<file path="src/rtl/crc_fifo_pkg.sv">
package crc_fifo_pkg;
  localparam int BUS_W  = 16;
  localparam int ELEM_W = 32;
  localparam int CFG_W  = 5;

  typedef enum logic [1:0] {
    MODE_BYTE = 2'd0,
    MODE_HALF = 2'd1,
    MODE_WORD = 2'd2
  } width_mode_e;

  function automatic width_mode_e mode_of(input logic [CFG_W-1:0] w);
    if (w < CFG_W'(8))       return MODE_BYTE;
    else if (w < CFG_W'(16)) return MODE_HALF;
    return MODE_WORD;
  endfunction
endpackage

</file>
<file path="src/rtl/crc_fifo_ctrl.sv">
module crc_fifo_ctrl
  import crc_fifo_pkg::*;
#(
  parameter int ENTRIES = 8,
  localparam int SLOTS  = 2 * ENTRIES,
  localparam int PTR_W  = $clog2(SLOTS),
  localparam int CNT_W  = $clog2(SLOTS) + 1
) (
  input  logic             clk_i,
  input  logic             rst_ni,
  input  logic             en_i,
  input  width_mode_e      mode_i,
  input  logic             wr_en_i,
  input  logic             wr_hi_i,
  input  logic [1:0]       wr_be_i,
  input  logic             pop_i,
  output logic             push_a_o,
  output logic             push_b_o,
  output logic [PTR_W-1:0] wptr_o,
  output logic [PTR_W-1:0] rptr_o,
  output logic [CNT_W-1:0] count_o,
  output logic             full_o,
  output logic             empty_o
);
  logic [CNT_W-1:0] count_q, depth, room, n_push;
  logic [PTR_W-1:0] wptr_q, rptr_q, ptr_mask;
  logic             lo_wr, hi_wr, pop_ok, req_a, req_b;

  always_comb begin
    case (mode_i)
      MODE_BYTE: depth = CNT_W'(SLOTS);
      MODE_HALF: depth = CNT_W'(ENTRIES);
      default:   depth = CNT_W'(ENTRIES / 2);
    endcase
    room     = depth - count_q;
    ptr_mask = PTR_W'(depth - CNT_W'(1));
    lo_wr    = en_i && wr_en_i && !wr_hi_i;
    hi_wr    = en_i && wr_en_i && wr_hi_i;
    req_a    = 1'b0;
    req_b    = 1'b0;
    case (mode_i)
      MODE_BYTE: begin
        req_a = lo_wr && wr_be_i[0];
        req_b = lo_wr && wr_be_i[1];
      end
      MODE_HALF: req_a = lo_wr;
      default:   req_a = hi_wr;
    endcase
    push_a_o = req_a && (room != '0);
    // second byte lane needs a slot beyond the one the first lane took
    push_b_o = req_b && (room > CNT_W'(req_a));
    n_push   = CNT_W'(push_a_o) + CNT_W'(push_b_o);
    pop_ok   = en_i && pop_i && (count_q != '0);
  end

  always_ff @(posedge clk_i or negedge rst_ni) begin
    if (!rst_ni) begin
      count_q <= '0;
      wptr_q  <= '0;
      rptr_q  <= '0;
    end else if (!en_i) begin
      count_q <= '0;
      wptr_q  <= '0;
      rptr_q  <= '0;
    end else begin
      count_q <= count_q + n_push - CNT_W'(pop_ok);
      wptr_q  <= (wptr_q + PTR_W'(n_push)) & ptr_mask;
      rptr_q  <= (rptr_q + PTR_W'(pop_ok)) & ptr_mask;
    end
  end

  assign wptr_o  = wptr_q;
  assign rptr_o  = rptr_q;
  assign count_o = count_q;
  assign full_o  = (count_q == depth);
  assign empty_o = (count_q == '0);


  full_drop_chk: assert property (@(posedge clk_i) disable iff (!rst_ni)
    en_i && full_o && wr_en_i && !pop_i |=> $stable(count_q));

  full_clear_chk: assert property (@(posedge clk_i) disable iff (!rst_ni)
    en_i && full_o && pop_i && !push_a_o && !push_b_o |=> !full_o);

  empty_pop_chk: assert property (@(posedge clk_i) disable iff (!rst_ni)
    en_i && empty_o && pop_i && !wr_en_i |=> empty_o && $stable(rptr_q));

  push_pop_chk: assert property (@(posedge clk_i) disable iff (!rst_ni)
    en_i && pop_i && !empty_o && (push_a_o ^ push_b_o) |=> $stable(count_q));

  flush_chk: assert property (@(posedge clk_i) disable iff (!rst_ni)
    !en_i |=> (count_q == '0) && (wptr_q == '0) && (rptr_q == '0));

  byte_pair_chk: assert property (@(posedge clk_i) disable iff (!rst_ni)
    en_i && mode_i == MODE_BYTE && wr_en_i && !wr_hi_i && wr_be_i == 2'b11
      && room >= CNT_W'(2) && !pop_i |=> count_q == $past(count_q) + CNT_W'(2));
endmodule

</file>
<file path="src/rtl/crc_fifo_store.sv">
module crc_fifo_store
  import crc_fifo_pkg::*;
#(
  parameter int ENTRIES = 8,
  localparam int SLOTS  = 2 * ENTRIES,
  localparam int PTR_W  = $clog2(SLOTS),
  localparam int IDX_W  = PTR_W - 1
) (
  input  logic              clk_i,
  input  logic              rst_ni,
  input  logic              en_i,
  input  width_mode_e       mode_i,
  input  logic              wr_en_i,
  input  logic              wr_hi_i,
  input  logic [BUS_W-1:0]  wr_data_i,
  input  logic              push_a_i,
  input  logic              push_b_i,
  input  logic [PTR_W-1:0]  wptr_i,
  input  logic [PTR_W-1:0]  rptr_i,
  output logic [ELEM_W-1:0] head_o
);
  logic [1:0][7:0]          mem_q [ENTRIES];
  logic [7:0]               wd_b  [ENTRIES][2];
  logic                     we_b  [ENTRIES][2];
  logic [BUS_W-1:0]         hold_q;
  logic [PTR_W-1:0]         slot_a, slot_b;
  logic [IDX_W-1:0]         idx_lo;
  logic [ENTRIES*BUS_W-1:0] flat;

  always_comb begin
    for (int e = 0; e < ENTRIES; e++) begin
      for (int l = 0; l < 2; l++) begin
        we_b[e][l] = 1'b0;
        wd_b[e][l] = wr_data_i[l*8 +: 8];
      end
    end
    slot_a = wptr_i;
    slot_b = wptr_i + PTR_W'(push_a_i);
    idx_lo = '0;
    case (mode_i)
      MODE_BYTE: begin
        if (push_a_i) begin
          we_b[slot_a[PTR_W-1:1]][slot_a[0]] = 1'b1;
          wd_b[slot_a[PTR_W-1:1]][slot_a[0]] = wr_data_i[7:0];
        end
        if (push_b_i) begin
          we_b[slot_b[PTR_W-1:1]][slot_b[0]] = 1'b1;
          wd_b[slot_b[PTR_W-1:1]][slot_b[0]] = wr_data_i[15:8];
        end
      end
      MODE_HALF: begin
        idx_lo = wptr_i[IDX_W-1:0];
        if (push_a_i) begin
          we_b[idx_lo][0] = 1'b1;
          we_b[idx_lo][1] = 1'b1;
        end
      end
      default: begin
        // element spans an even/odd entry pair: staged half low, bus data high
        idx_lo = {wptr_i[IDX_W-2:0], 1'b0};
        if (push_a_i) begin
          we_b[idx_lo][0]        = 1'b1;
          we_b[idx_lo][1]        = 1'b1;
          wd_b[idx_lo][0]        = hold_q[7:0];
          wd_b[idx_lo][1]        = hold_q[15:8];
          we_b[idx_lo | 'd1][0]  = 1'b1;
          we_b[idx_lo | 'd1][1]  = 1'b1;
        end
      end
    endcase
  end

  for (genvar e = 0; e < ENTRIES; e++) begin : g_entry
    for (genvar l = 0; l < 2; l++) begin : g_lane
      always_ff @(posedge clk_i or negedge rst_ni) begin
        if (!rst_ni)         mem_q[e][l] <= '0;
        else if (we_b[e][l]) mem_q[e][l] <= wd_b[e][l];
      end
    end
    assign flat[e*BUS_W +: BUS_W] = mem_q[e];
  end

  always_ff @(posedge clk_i or negedge rst_ni) begin
    if (!rst_ni)     hold_q <= '0;
    else if (!en_i)  hold_q <= '0;
    else if (wr_en_i && !wr_hi_i && mode_i == MODE_WORD) hold_q <= wr_data_i;
  end

  always_comb begin
    case (mode_i)
      MODE_BYTE: head_o = {24'd0, flat[{rptr_i, 3'b000} +: 8]};
      MODE_HALF: head_o = {16'd0, flat[{rptr_i[IDX_W-1:0], 4'b0000} +: 16]};
      default:   head_o = flat[{rptr_i[IDX_W-2:0], 5'b00000} +: 32];
    endcase
  end


  word_hold_chk: assert property (@(posedge clk_i) disable iff (!rst_ni)
    en_i && mode_i == MODE_WORD && wr_en_i && !wr_hi_i |=> hold_q == $past(wr_data_i));

  hold_flush_chk: assert property (@(posedge clk_i) disable iff (!rst_ni)
    !en_i |=> hold_q == '0);
endmodule

</file>
<file path="src/rtl/crc_in_fifo.sv">
module crc_in_fifo
  import crc_fifo_pkg::*;
#(
  parameter int ENTRIES = 8,
  localparam int PTR_W  = $clog2(2 * ENTRIES),
  localparam int CNT_W  = $clog2(2 * ENTRIES) + 1
) (
  input  logic              clk_i,
  input  logic              rst_ni,
  input  logic              en_i,
  input  logic [CFG_W-1:0]  width_cfg_i,
  input  logic              wr_en_i,
  input  logic              wr_hi_i,
  input  logic [1:0]        wr_be_i,
  input  logic [BUS_W-1:0]  wr_data_i,
  input  logic              pop_i,
  output logic [ELEM_W-1:0] pop_data_o,
  output logic [CNT_W-1:0]  count_o,
  output logic              full_o,
  output logic              empty_o
);
  width_mode_e       mode;
  logic              push_a, push_b;
  logic [PTR_W-1:0]  wptr, rptr;
  logic [ELEM_W-1:0] head, elem_mask;

  assign mode      = mode_of(width_cfg_i);
  assign elem_mask = {ELEM_W{1'b1}} >> (CFG_W'(ELEM_W - 1) - width_cfg_i);

  crc_fifo_ctrl #(.ENTRIES(ENTRIES)) u_ctrl (
    .clk_i, .rst_ni, .en_i,
    .mode_i   (mode),
    .wr_en_i, .wr_hi_i, .wr_be_i, .pop_i,
    .push_a_o (push_a),
    .push_b_o (push_b),
    .wptr_o   (wptr),
    .rptr_o   (rptr),
    .count_o, .full_o, .empty_o
  );

  crc_fifo_store #(.ENTRIES(ENTRIES)) u_store (
    .clk_i, .rst_ni, .en_i,
    .mode_i   (mode),
    .wr_en_i, .wr_hi_i, .wr_data_i,
    .push_a_i (push_a),
    .push_b_i (push_b),
    .wptr_i   (wptr),
    .rptr_i   (rptr),
    .head_o   (head)
  );

  assign pop_data_o = empty_o ? '0 : (head & elem_mask);
endmodule

</file>
<file path="config.mk">
export PLATFORM = sky130hd
export DESIGN_NAME = crc_in_fifo
export DESIGN_NICKNAME = d
export VERILOG_FILES = /design/src/rtl/crc_fifo_pkg.sv /design/src/rtl/crc_fifo_ctrl.sv /design/src/rtl/crc_fifo_store.sv /design/src/rtl/crc_in_fifo.sv
export SDC_FILE = /design/constraint.sdc
export NUM_CORES = 1
export LEC_CHECK = 0
export BUFFER_PORTS_ARGS = -buffer_cell sky130_fd_sc_hd__buf_4
export CORE_MARGIN = 4
export CORE_UTILIZATION = 50
export CTS_CLUSTER_SIZE = 25
export DETAILED_ROUTE_END_ITERATION = 10
export HOLD_SLACK_MARGIN = 0.15
export PLACE_DENSITY = 0.67
export SETUP_SLACK_MARGIN = 0.05
export SLEW_MARGIN = 15
export SYNTH_ARGS = -nofsm -noshare
export SYNTH_HDL_FRONTEND = slang
export SYNTH_SLANG_ARGS = --single-unit
</file>
<file path="constraint.sdc">
create_clock -name clk_i -period 5 [get_ports clk_i]
set_input_delay 0.75 -clock clk_i [delete_from_list [all_inputs] [get_ports clk_i]]
set_output_delay 0.75 -clock clk_i [all_outputs]
set_load 0.005 [all_outputs]
</file>
### Word-level counts from Yosys, hierarchy flattened

Cells that the tools add are included.
Widths: inputs -> output; s select.

* register bits after elaboration: 157
* logic and storage cells: 154
* input bits: 29
* output and inout port bits: 39

* multiplexer cells: 62
* shift operators: 4
* bitwise operators: 15
* $add $sub $neg: 9
* reduce and logical (&&, ||, !) cells: 23
* eq/ne operators: 4
* order comparisons: 17

Operators by type and width (number)
* $bwmux 128: 4
* $mux 128: 4
* $pmux 128 s2: 1
* $demux 16 s3: 4
* $mux 16: 10
* $shiftx 128x8->16: 1
* $shiftx 128x8->32: 1
* $shiftx 128x8->8: 1
* $or 16x16->16: 5
* $pmux 32 s2: 1
* $demux 2 s3: 8
* $ge 33x4->1 const B: 1
* $lt 33x1->1 const B: 1
* $not 3->33: 1
* $and 32x32->32: 1
* $mux 32: 1
* $pmux 16 s2: 1
* $shr 32x5->32 const A: 1
* $mux 8: 3
* $logic_and 1x1->1: 18
* $demux 8 s1: 2
* $ge 4x4->1 const B: 4
* $lt 4x1->1 const B: 4
* $mux 2: 8
* other kinds (30): 48

### Depth between registers and ports, before layout

Gate-level depths: netlist of the first run.

* word-level depth: 20
* depth in mapped cells: 20
* depth with buffers taken out: 18

### By module

A second synthesis of the first run with hierarchy kept.

* cell total of the unflattened synthesis: 1452
* area, all modules: 13808.2 sq um

Modules (own cells, without submodules)
* crc_fifo_store: times used 1, seq. area each 3603.5 sq um, cells an instance 1280, area each 12335.6 sq um
* crc_fifo_ctrl: times used 1, seq. area each 325.3 sq um, cells an instance 100, area each 973.4 sq um
* crc_in_fifo: times used 1, seq. area each 0.0 sq um, cells an instance 72, area each 499.2 sq um

### Worst setup path after synthesis of the first run

No wires, ideal clock.

* path kind: input to register
* start point: input width_cfg_i[4]
* end point: register u_store.mem_q, in the netlist u_store.flat[100]
* stages: 14
* path buffers: 0
* arrival: 4.573 ns
* setup time: 0.125 ns
* setup slack: 0.303 ns
* data required time: 4.875 ns
* cell sequence: ha_1 nor3b_1 or3_1 a311oi_1 o311a_2 nor2_1 ha_1 ha_1 xnor2_1 nor2_1 nor4b_4 a31o_2 a21oi_2 mux2_2

* cells in the longest elaborated chain, start to end: 20
* elaborated cells on any way between the ends: 46
* classes of those cells: add/sub: 2; order compare: 7; eq/ne: 1; mux: 27; bitwise: 3; reduce/logical: 6

RTL lines
* start, declared: line crc_in_fifo.sv:11 `input logic [CFG_W-1:0] width_cfg_i,`
* $lt 5x5->1: line crc_fifo_pkg.sv:14 `else if (w < CFG_W'(16)) return MODE_HALF;`
* $mux 1: line crc_fifo_pkg.sv:14
* $mux 1: line crc_fifo_pkg.sv:13 `if (w < CFG_W'(8)) return MODE_BYTE;`
* $mux 2 (*): line crc_fifo_pkg.sv:15 `return MODE_WORD;`
* $eq 2x1->1 or $logic_not 2->1 (tied branches): line crc_fifo_ctrl.sv:30, crc_fifo_ctrl.sv:41, crc_fifo_store.sv:40
* $pmux 5 s2: line crc_fifo_ctrl.sv:30 `case (mode_i)`
* $sub 5x5->5: line crc_fifo_ctrl.sv:35 `room = depth - count_q;`
* $reduce_bool 5->1: line crc_fifo_ctrl.sv:49 `push_a_o = req_a && (room != '0);`
* [4 not listed]
* $logic_and 1x1->1 (not written as such): line crc_fifo_store.sv:47, crc_fifo_store.sv:48
* $mux 8 (not written as such) or $mux 1 (tied branches): line crc_fifo_store.sv:48, crc_fifo_store.sv:47
* $demux 8 s1 or $demux 1 s1 (tied branches): line crc_fifo_store.sv:48, crc_fifo_store.sv:47
* $mux 16 (not written as such) or $mux 2 (tied branches): line crc_fifo_store.sv:48, crc_fifo_store.sv:47
* $demux 16 s3 or $demux 2 s3 (tied branches): line crc_fifo_store.sv:48, crc_fifo_store.sv:47
* $bwmux 128 or $or 16x16->16 (tied branches)
* $mux 128 or $mux 16 (tied branches): line crc_fifo_store.sv:46 `if (push_b_i) begin`
* $pmux 128 s2 or $pmux 16 s2 (tied branches): line crc_fifo_store.sv:40 `case (mode_i)`
* end signal, assigned by index: line crc_fifo_store.sv:77 `else if (we_b[e][l]) mem_q[e][l] <= wd_b[e][l];`
* end, declared: line crc_fifo_store.sv:22 `logic [1:0][7:0] mem_q [ENTRIES];`

Mark *: on every way between the ends. The rest lies on a longest branch, timed or not. The select of a mux whose other input is x is not followed.
A chain may end at the register's enable or synchronous reset.

### Final worst setup path of the first run

* start point: register u_ctrl.count_q[2], in the netlist u_ctrl.count_o[2]
* end point: register u_store.mem_q, in the netlist u_store.flat[98]

* cells in the longest elaborated chain, start to end: 14
* elaborated cells on any way between the ends: 35
* classes of those cells: add/sub: 2; order compare: 5; mux: 20; bitwise: 3; reduce/logical: 5

RTL lines
* start, declared: line crc_fifo_ctrl.sv:25 `logic [CNT_W-1:0] count_q, depth, room, n_push;`
* start signal, assigned: line crc_fifo_ctrl.sv:66 `count_q <= count_q + n_push - CNT_W'(pop_ok);`
* $sub 5x5->5 (*): line crc_fifo_ctrl.sv:35
* $reduce_bool 5->1: line crc_fifo_ctrl.sv:49
* $logic_and 1x1->1: line crc_fifo_ctrl.sv:49
* $add 4x1->4: line crc_fifo_store.sv:38 `slot_b = wptr_i + PTR_W'(push_a_i);`
* $not 1->2 (not written as such): line crc_fifo_store.sv:47, crc_fifo_store.sv:48
* $ge 2x2->1 (not written as such) or $lt 2x1->1 (tied branches): line crc_fifo_store.sv:47, crc_fifo_store.sv:48
* $logic_and 1x1->1 (not written as such): line crc_fifo_store.sv:47, crc_fifo_store.sv:48
* $mux 8 (not written as such) or $mux 1 (tied branches): line crc_fifo_store.sv:48, crc_fifo_store.sv:47
* $demux 8 s1 or $demux 1 s1 (tied branches): line crc_fifo_store.sv:48, crc_fifo_store.sv:47
* $mux 16 (not written as such) or $mux 2 (tied branches): line crc_fifo_store.sv:48, crc_fifo_store.sv:47
* $demux 16 s3 or $demux 2 s3 (tied branches): line crc_fifo_store.sv:48, crc_fifo_store.sv:47
* $bwmux 128 or $or 16x16->16 (tied branches)
* $mux 128 or $mux 16 (tied branches): line crc_fifo_store.sv:46
* $pmux 128 s2 or $pmux 16 s2 (tied branches): line crc_fifo_store.sv:40

Marked as above.

==> impl_metrics.csv, run 1 <==
group,metric,value,unit
status,run_status,"finished clean",
synth,ys_warn_count,0,
global_route,grt.total_usage,33.0,%
clocking,cts_tree,"yes",
clocking,cts_buffers,17,
global_route,grt_max_degree,99,
power,p_per_area,368,nW/um^2
synth,synth_area,13200,sq um
routing,vias_per_cell,7.12,
routing,wl_met3,4850,um
sta,hold_viol_final,0,
synth,synth_top_flop_cell,"dfrtp_1",
synth,synth-seq-cells,157,
cells_and_area,area_growth,10.9,%
clocking,clkTransAtPathRegs,70,ps
clocking,cts_setup_buffers,0,
synth,synth_edf_count,0,
cells_and_area,layout.cells.non_filler,1671,
floorplan,die_w,171,um
sta,rsz0062_at_grt,"false",
sta,slew_headroom,22.2,%
floorplan,dieHeight,171,um
worst_setup_path,r2r_start,"u_ctrl.count_o[2]$_DFF_PN0_",
floorplan,ios,68,
routing,drtAntennaViolNets,0,
routing,totalWireLength,47700,um
placement,dp.cells,1636,
sta,finClkSkew,12.6,ps
worst_setup_path,worstPathRequired,5320,ps
routing,dr.max_layer_used,"met4",
synth,synthCells,1309,
synth,syn_avg_cell_area,10.1,sq um
routing,dr.pass1.iters,5,
sta,period_needed,4430,ps
worst_setup_path,crit_path_start_kind,"flop",
global_route,grt_pass1_wl,72600,um
global_route,overflow,0,
floorplan,initial_utilization,50.7,%
routing,drt_iter0_markers,1432,
cells_and_area,nets,1368,
worst_setup_path,r2r_cells,15,
sta,worst_pin_slew,1170,ps
routing,wl_met2,21500,um
clocking,cts_resized,0,
sta,final-max-slew-violation-count,0,
global_route,antenna_found_initial,0,
clocking,clock_tree.root_cell,"clkbuf_16",
job,maxCapViolCount,0,
cells_and_area,drive_above_1_share,27.9,%
cells_and_area,layout_commonest_cell,"dfrtp_1",
routing,num_vias,11892,
placement,dp_hpwl,32500,um
placement,gp_congestion,0.942,
placement,port_buffers,67,
cells_and_area,nFillCells,2301,
power,vdd_drop_max,0.223,mV
synth,yosysUniqueCellTypes,96,
global_route,grt_pass1_vias,11608,
worst_setup_path,r2r_slack,570,ps
routing,drc,0,
worst_setup_path,cp_data_arrival_time,4750,ps
routing,met1_length,18300,um
clocking,htree_levels,4,
clocking,clock-sinks,157,
routing,wl_per_cell,28.5,um
power,power,0.00540,W
synth,yosysSeqAreaShare,29.7,%
worst_setup_path,reg2reg_to,"u_store.flat[98]$_DFFE_PN0P_",
synth,syn_nets,1357,
floorplan,num_rows,59,
floorplan,die-area,29100,sq um
floorplan,coreArea,26100,sq um
worst_setup_path,worstPathMaxFanout,8,
clocking,clk_latency,430,ps
sta,finalCritPeriodShare,88.6,%
worst_setup_path,end_kind,"flop",
synth,ys_async_sr_fraction,100,%
sta,setup_viol,0,
clocking,clockBufferDepth,2,
clocking,postCtsHoldBufs,0,
hold_path,hold_class,"in2async",
sta,fmax,226,MHz
worst_setup_path,critPathKind,"reg2reg",
sta,fin_setup_tns,0,ps
cells_and_area,mostFrequentLayoutCells,"dfrtp_1 (155), mux2i_1 (134), nand2_1 (129), buf_4 (121), nor2_1 (107)",
power,cellLeakagePower,6.38,nW
-- flip-flops by register name, indices dropped and copies added (netlist names) --
signal,cells
u_store.flat,128
u_store.hold_q,16
u_ctrl.count_o,5
u_ctrl.rptr_o,4
u_ctrl.wptr_o,4
-- power breakdown --
part | switching (W) | total, W | internal [W] | leakage (nW)
registers | 0.000426 | 0.00192 | 0.00150 | 2.09
clock network | 0.000571 | 0.00140 | 0.000829 | 0.298
logic | 0.000962 | 0.00207 | 0.00111 | 3.99
-- layer usage --
layer,up-vias,global-route usage [%]
met1,5954,43.2
met2,796,50.5
met5,-,0
met3,166,8.53
met4,0,17.3
li1,4976,-
-- stage by stage --
step	hold slack [ps]	setup WS [ps]	instance area [sq um]	utilization [%]
after floorplan	454	303	13200	-
after global routing	450	256	14700	56.2
final	352	571	14700	56.3
after CTS	474	642	14700	56.2
after detailed placement	539	221	14000	53.9
after global placement	515	267	14000	53.9
-- how the worst max path moves through the flow --
stage | startpoint | to | slack (ps) | depth (start not counted)
after floorplan | width_cfg_i[4] | u_store.flat[100]$_DFFE_PN0P_ | 300 | 14
after global placement | width_cfg_i[4] | u_store.flat[37]$_DFFE_PN0P_ | 270 | 14
after detailed placement | width_cfg_i[4] | u_store.flat[35]$_DFFE_PN0P_ | 220 | 14
after CTS | u_ctrl.count_o[2]$_DFF_PN0_ | u_store.flat[35]$_DFFE_PN0P_ | 640 | 14
after global routing | u_ctrl.count_o[2]$_DFF_PN0_ | u_store.flat[42]$_DFFE_PN0P_ | 260 | 15
final | u_ctrl.count_o[2]$_DFF_PN0_ | u_store.flat[98]$_DFFE_PN0P_ | 570 | 15
-- critical path, stage by stage (launching register included) --
cell and delay (ps):
dfrtp_1 370, inv_1 80, ha_1 330, or3b_1 400
a21oi_1 150, a311oi_1 90, o311a_2 430, nor2_1 140
ha_1 200, nand3_1 100, xor2_1 330, or2_2 250
nor4b_4 90, a31o_2 230, a21oi_2 700, mux2_2 420
-- cells in the mapped netlist, drive strengths merged (12+ instances only) --
library cell / number / share of area, %
inv: 14 / 0.40
nor2: 112 / 3.3
nand2: 131 / 3.8
a22o: 35 / 2.3
a31oi: 19 / 0.95
clkbuf: 78 / 2.2
and3: 18 / 0.89
o211ai: 14 / 0.79
o21ai: 35 / 1.4
nand3: 33 / 1.4
mux2i: 134 / 10
a211oi: 12 / 0.98
buf: 53 / 2.0
mux2: 83 / 7.1
nor3: 25 / 1.1
dfrtp: 157 / 30
nand2b: 15 / 0.71
mux4: 88 / 15
a21oi: 67 / 2.7
ha: 17 / 1.6
-- final cells by class --
type	count	area, sq um	share of cell area (%)
Multi-Input combinational cell	1006	8690	59.3
Sequential cell	157	3940	26.8
Timing Repair Buffer	123	940	6.41
Clock buffer	23	478	3.26
Tap cell	335	419	2.86
Clock inverter	9	134	0.913
Inverter	15	56.3	0.384
Antenna cell	3	7.51	0.0512
-- logic make-up (layout without fill, tap and decap cells) --
| family | count (synthesis) | after routing | share of synthesized area [%] |
|---|---|---|---|
| flops | 157 | 157 | 29.7 |
| xor+xnor | 12 | 12 | 0.899 |
| simple gates | 400 | 400 | 14.8 |
| fa+ha+maj | 19 | 19 | 1.91 |
| buf+inv | 146 | 170 | 4.64 |
| mux | 305 | 305 | 32.2 |
| compound gates | 270 | 270 | 15.8 |
| other cells | 0 | 3 | 0 |
No activity file was read; power rests on OpenSTA's default activity.
==> run 2, diff against run 1 <==
- SYNTH_HIERARCHICAL: not set -> 1
==> impl_metrics.csv, run 2 <==
group,metric,value,unit
worst_setup_path,worst-path-buf-inv,2,
cells_and_area,layout.cells.non_filler,1791,
cells_and_area,largest_register_ffs,128,
synth,synth_top_flop_cell,"dfrtp_1",
worst_setup_path,crit_start,"width_cfg_i[3]",
synth,yosysSeqAreaShare,28.5,%
cells_and_area,layout_commonest_cell,"nand2_1",
worst_setup_path,endpoint,"u_store/flat[99]$_DFFE_PN0P_",
sta,period_needed,4410,ps
floorplan,initial_utilization,51.1,%
sta,finClkSkew,9.72,ps
worst_setup_path,worstPathMaxFanout,21,
global_route,overflow,0,
worst_setup_path,worstPathRequired,5330,ps
sta,rsz0062_at_grt,"false",
routing,vias_per_cell,6.91,
synth,synth_most_common_cell,"nand2_1",
cells_and_area,area_growth,8.13,%
routing,drc,0,
placement,dp_hpwl,34800,um
power,p_clk_share,24.3,%
placement,dp.cells,1759,
worst_setup_path,reg2reg_to,"u_store/flat[99]$_DFFE_PN0P_",
power,seq_power_share,37.0,%
worst_setup_path,critPathSlowestCell,"o21ai_2",
clocking,clkTransAtPathRegs,70,ps
synth,synth_top_area_cell,"dfrtp_1",
floorplan,dieHeight,174,um
worst_setup_path,cp_data_arrival_time,4740,ps
routing,dr.pass1.iters,6,
sta,final-max-slew-violation-count,0,
clocking,postCtsHoldBufs,0,
clocking,cts_resized,0,
power,power_switching,0.00192,W
worst_setup_path,crit_chain,"buf_4, nor2b_2, nor2b_1, ha_1, a21oi_2, xnor2_1, o31a_1, ha_1, ha_1, buf_4, a21oi_1, mux2i_4, o32a_1, o21ai_2, o211ai_1, o21a_1",
sta,slew_headroom,28.1,%
worst_setup_path,critPathKind,"in2reg",
worst_setup_path,cpPeakStageDelay,610,ps
sta,hold_viol_final,0,
routing,drt_iter0_markers,1752,
cells_and_area,nets,1486,
worst_setup_path,cp.depth,16,
cells_and_area,nFillCells,2399,
sta,fmax,227,MHz
worst_setup_path,end_kind,"flop",
floorplan,ios,68,
worst_setup_path,crit_path_start_kind,"input pin",
routing,drtAntennaViolNets,0,
power,p_per_area,346,nW/um^2
cells_and_area,seq_area,3940,sq um
synth,synth.area.top_cells,"dfrtp_1 (28%), mux4_2 (14%), mux2i_1 (7.8%)",
global_route,grt_pass1_vias,11711,
clocking,cts_buffers,17,
synth,syn_nets,1501,
power,p_comb_share,38.7,%
clocking,clk_latency,440,ps
synth,yosysUniqueCellTypes,92,
worst_setup_path,cpMostUsedCell,"ha_1",
floorplan,die_w,174,um
synth,yosys.area.top_type_share,28.5,%
synth,synth_area,13800,sq um
routing,wl_per_cell,27.5,um
synth,yosys-top-cells-count,"nand2_1 (276), dfrtp_1 (157), mux2i_1 (107), mux4_2 (88), mux2_2 (84)",
synth,synthCells,1452,
sta,finalCritPeriodShare,88.2,%
worst_setup_path,r2r_slack,810,ps
global_route,grt_pass1_wl,74900,um
cells_and_area,drive_above_1_share,25.4,%
sta,worst_pin_slew,1070,ps
synth,synth-seq-cells,157,
power,cellLeakagePower,6.05,nW
global_route,grt.total_usage,32.2,%
job,maxCapViolCount,0,
clocking,clock_tree.root_cell,"clkbuf_16",
hold_path,hold_class,"in2async",
floorplan,coreArea,27000,sq um
worst_setup_path,r2r_cells,15,
power,vdd_drop_max,0.178,mV
floorplan,die-area,30300,sq um
worst_setup_path,crit_family,"compound AO/OA/AOI/OAI gates",
worst_setup_path,r2r_start,"u_ctrl/count_o[2]$_DFF_PN0_",
clocking,htree_levels,4,
synth,ys_async_sr_fraction,100,%
power,intPower,0.00324,W
routing,totalWireLength,49200,um
clocking,cts_tree,"yes",
cells_and_area,antenna_cells,0,
power,sw_frac_of_total,37.2,%
placement,gp_congestion,0.949,
placement,port_buffers,67,
sta,fin_setup_tns,0,ps
global_route,grt_max_degree,87,
clocking,clockBufferDepth,2,
sta,setup_viol,0,
synth,synth_edf_count,0,
cells_and_area,mostFrequentLayoutCells,"nand2_1 (276), dfrtp_1 (155), buf_4 (108), mux2i_1 (107), mux4_2 (88)",
synth,ys_warn_count,6,
clocking,clock-sinks,157,
floorplan,num_rows,60,
cells_and_area,multi_input_area,9090,sq um
status,run_status,"finished clean",
global_route,antenna_found_initial,0,
clocking,cts_setup_buffers,0,
routing,num_vias,12369,
synth,syn_avg_cell_area,9.51,sq um
[run 2: cell count changes after synthesis, sizes merged, moves of 18 or more]
cell / delta
a22o: -35
buf: +32
clkbuf: -18
mux2i: -26
nand2: +148
nor2: -63
nor3: -19
o2111ai: +20
o21ai: +59
[run 2: power groups by stage]
| stage | clock network [W] | logic, W | registers, W |
|---|---|---|---|
| floorplan | 0 | 0.00151 | 0.00168 |
| global placement | 0 | 0.00194 | 0.00191 |
| detailed placement | 0 | 0.00198 | 0.00192 |
| CTS | 0.00126 | 0.00198 | 0.00189 |
| global route | 0.00132 | 0.00216 | 0.00194 |
| finish | 0.00125 | 0.00200 | 0.00191 |
[run 2: area by class of cell]
| cell class | instances | share of cell area, % |
|---|---|---|
| timing repair buffer | 111 | 5.77 |
| clock buffer | 18 | 2.94 |
| multi-input combinational | 1132 | 60.9 |
| inverter | 18 | 0.453 |
| sequential | 157 | 26.4 |
| tap | 341 | 2.86 |
| clock inverter | 14 | 0.754 |
[run 2: worst min path at each step]
stage	slack [ps]	to	cells past startpoint	start
3_3_place_gp	510	u_store/flat[90]$_DFFE_PN0P_	2	u_store/flat[90]$_DFFE_PN0P_
4_1_cts	350	u_store/hold_q[3]$_DFFE_PN0P_	1	rst_ni
6_report	300	u_store/hold_q[3]$_DFFE_PN0P_	1	rst_ni
2_1_floorplan	450	u_ctrl/count_o[0]$_DFF_PN0_	0	rst_ni
3_5_place_dp	530	u_store/flat[63]$_DFFE_PN0P_	2	u_store/flat[63]$_DFFE_PN0P_
5_1_grt	360	u_store/hold_q[4]$_DFFE_PN0P_	1	rst_ni
[run 2: layer usage]
metal  part of all wire (%)  vias up  global-route usage (%)
met3                     11      146                    6.87
met2                     44      782                    48.2
met1                     40     6076                    45.2
met4                    5.2        0                    14.4
met5                      0        -                       0
li1                       -     5365                       -
[run 2: logic make-up (layout without fill, tap and decap cells)]
group,count (synthesis),count (layout),synth area share [%]
fa+ha+maj,20,20,1.92
mux,280,280,29.1
flops,157,157,28.5
xor+xnor,10,10,0.689
compound gates,351,351,18.1
simple gates,471,471,15.8
buf+inv,163,161,5.91
[run 2: stage by stage]
step | utilization (%) | hold WS, ps | worst slack, ps | total power, W | instance area [sq um]
2_1_floorplan | - | 454 | 552 | 0.00319 | 13800
3_3_place_gp | 53.2 | 511 | 359 | 0.00385 | 14400
3_5_place_dp | 53.2 | 527 | 275 | 0.00389 | 14400
4_1_cts | 55.2 | 347 | 690 | 0.00514 | 14900
5_1_grt | 55.2 | 356 | 386 | 0.00542 | 14900
6_report | 55.2 | 296 | 591 | 0.00516 | 14900
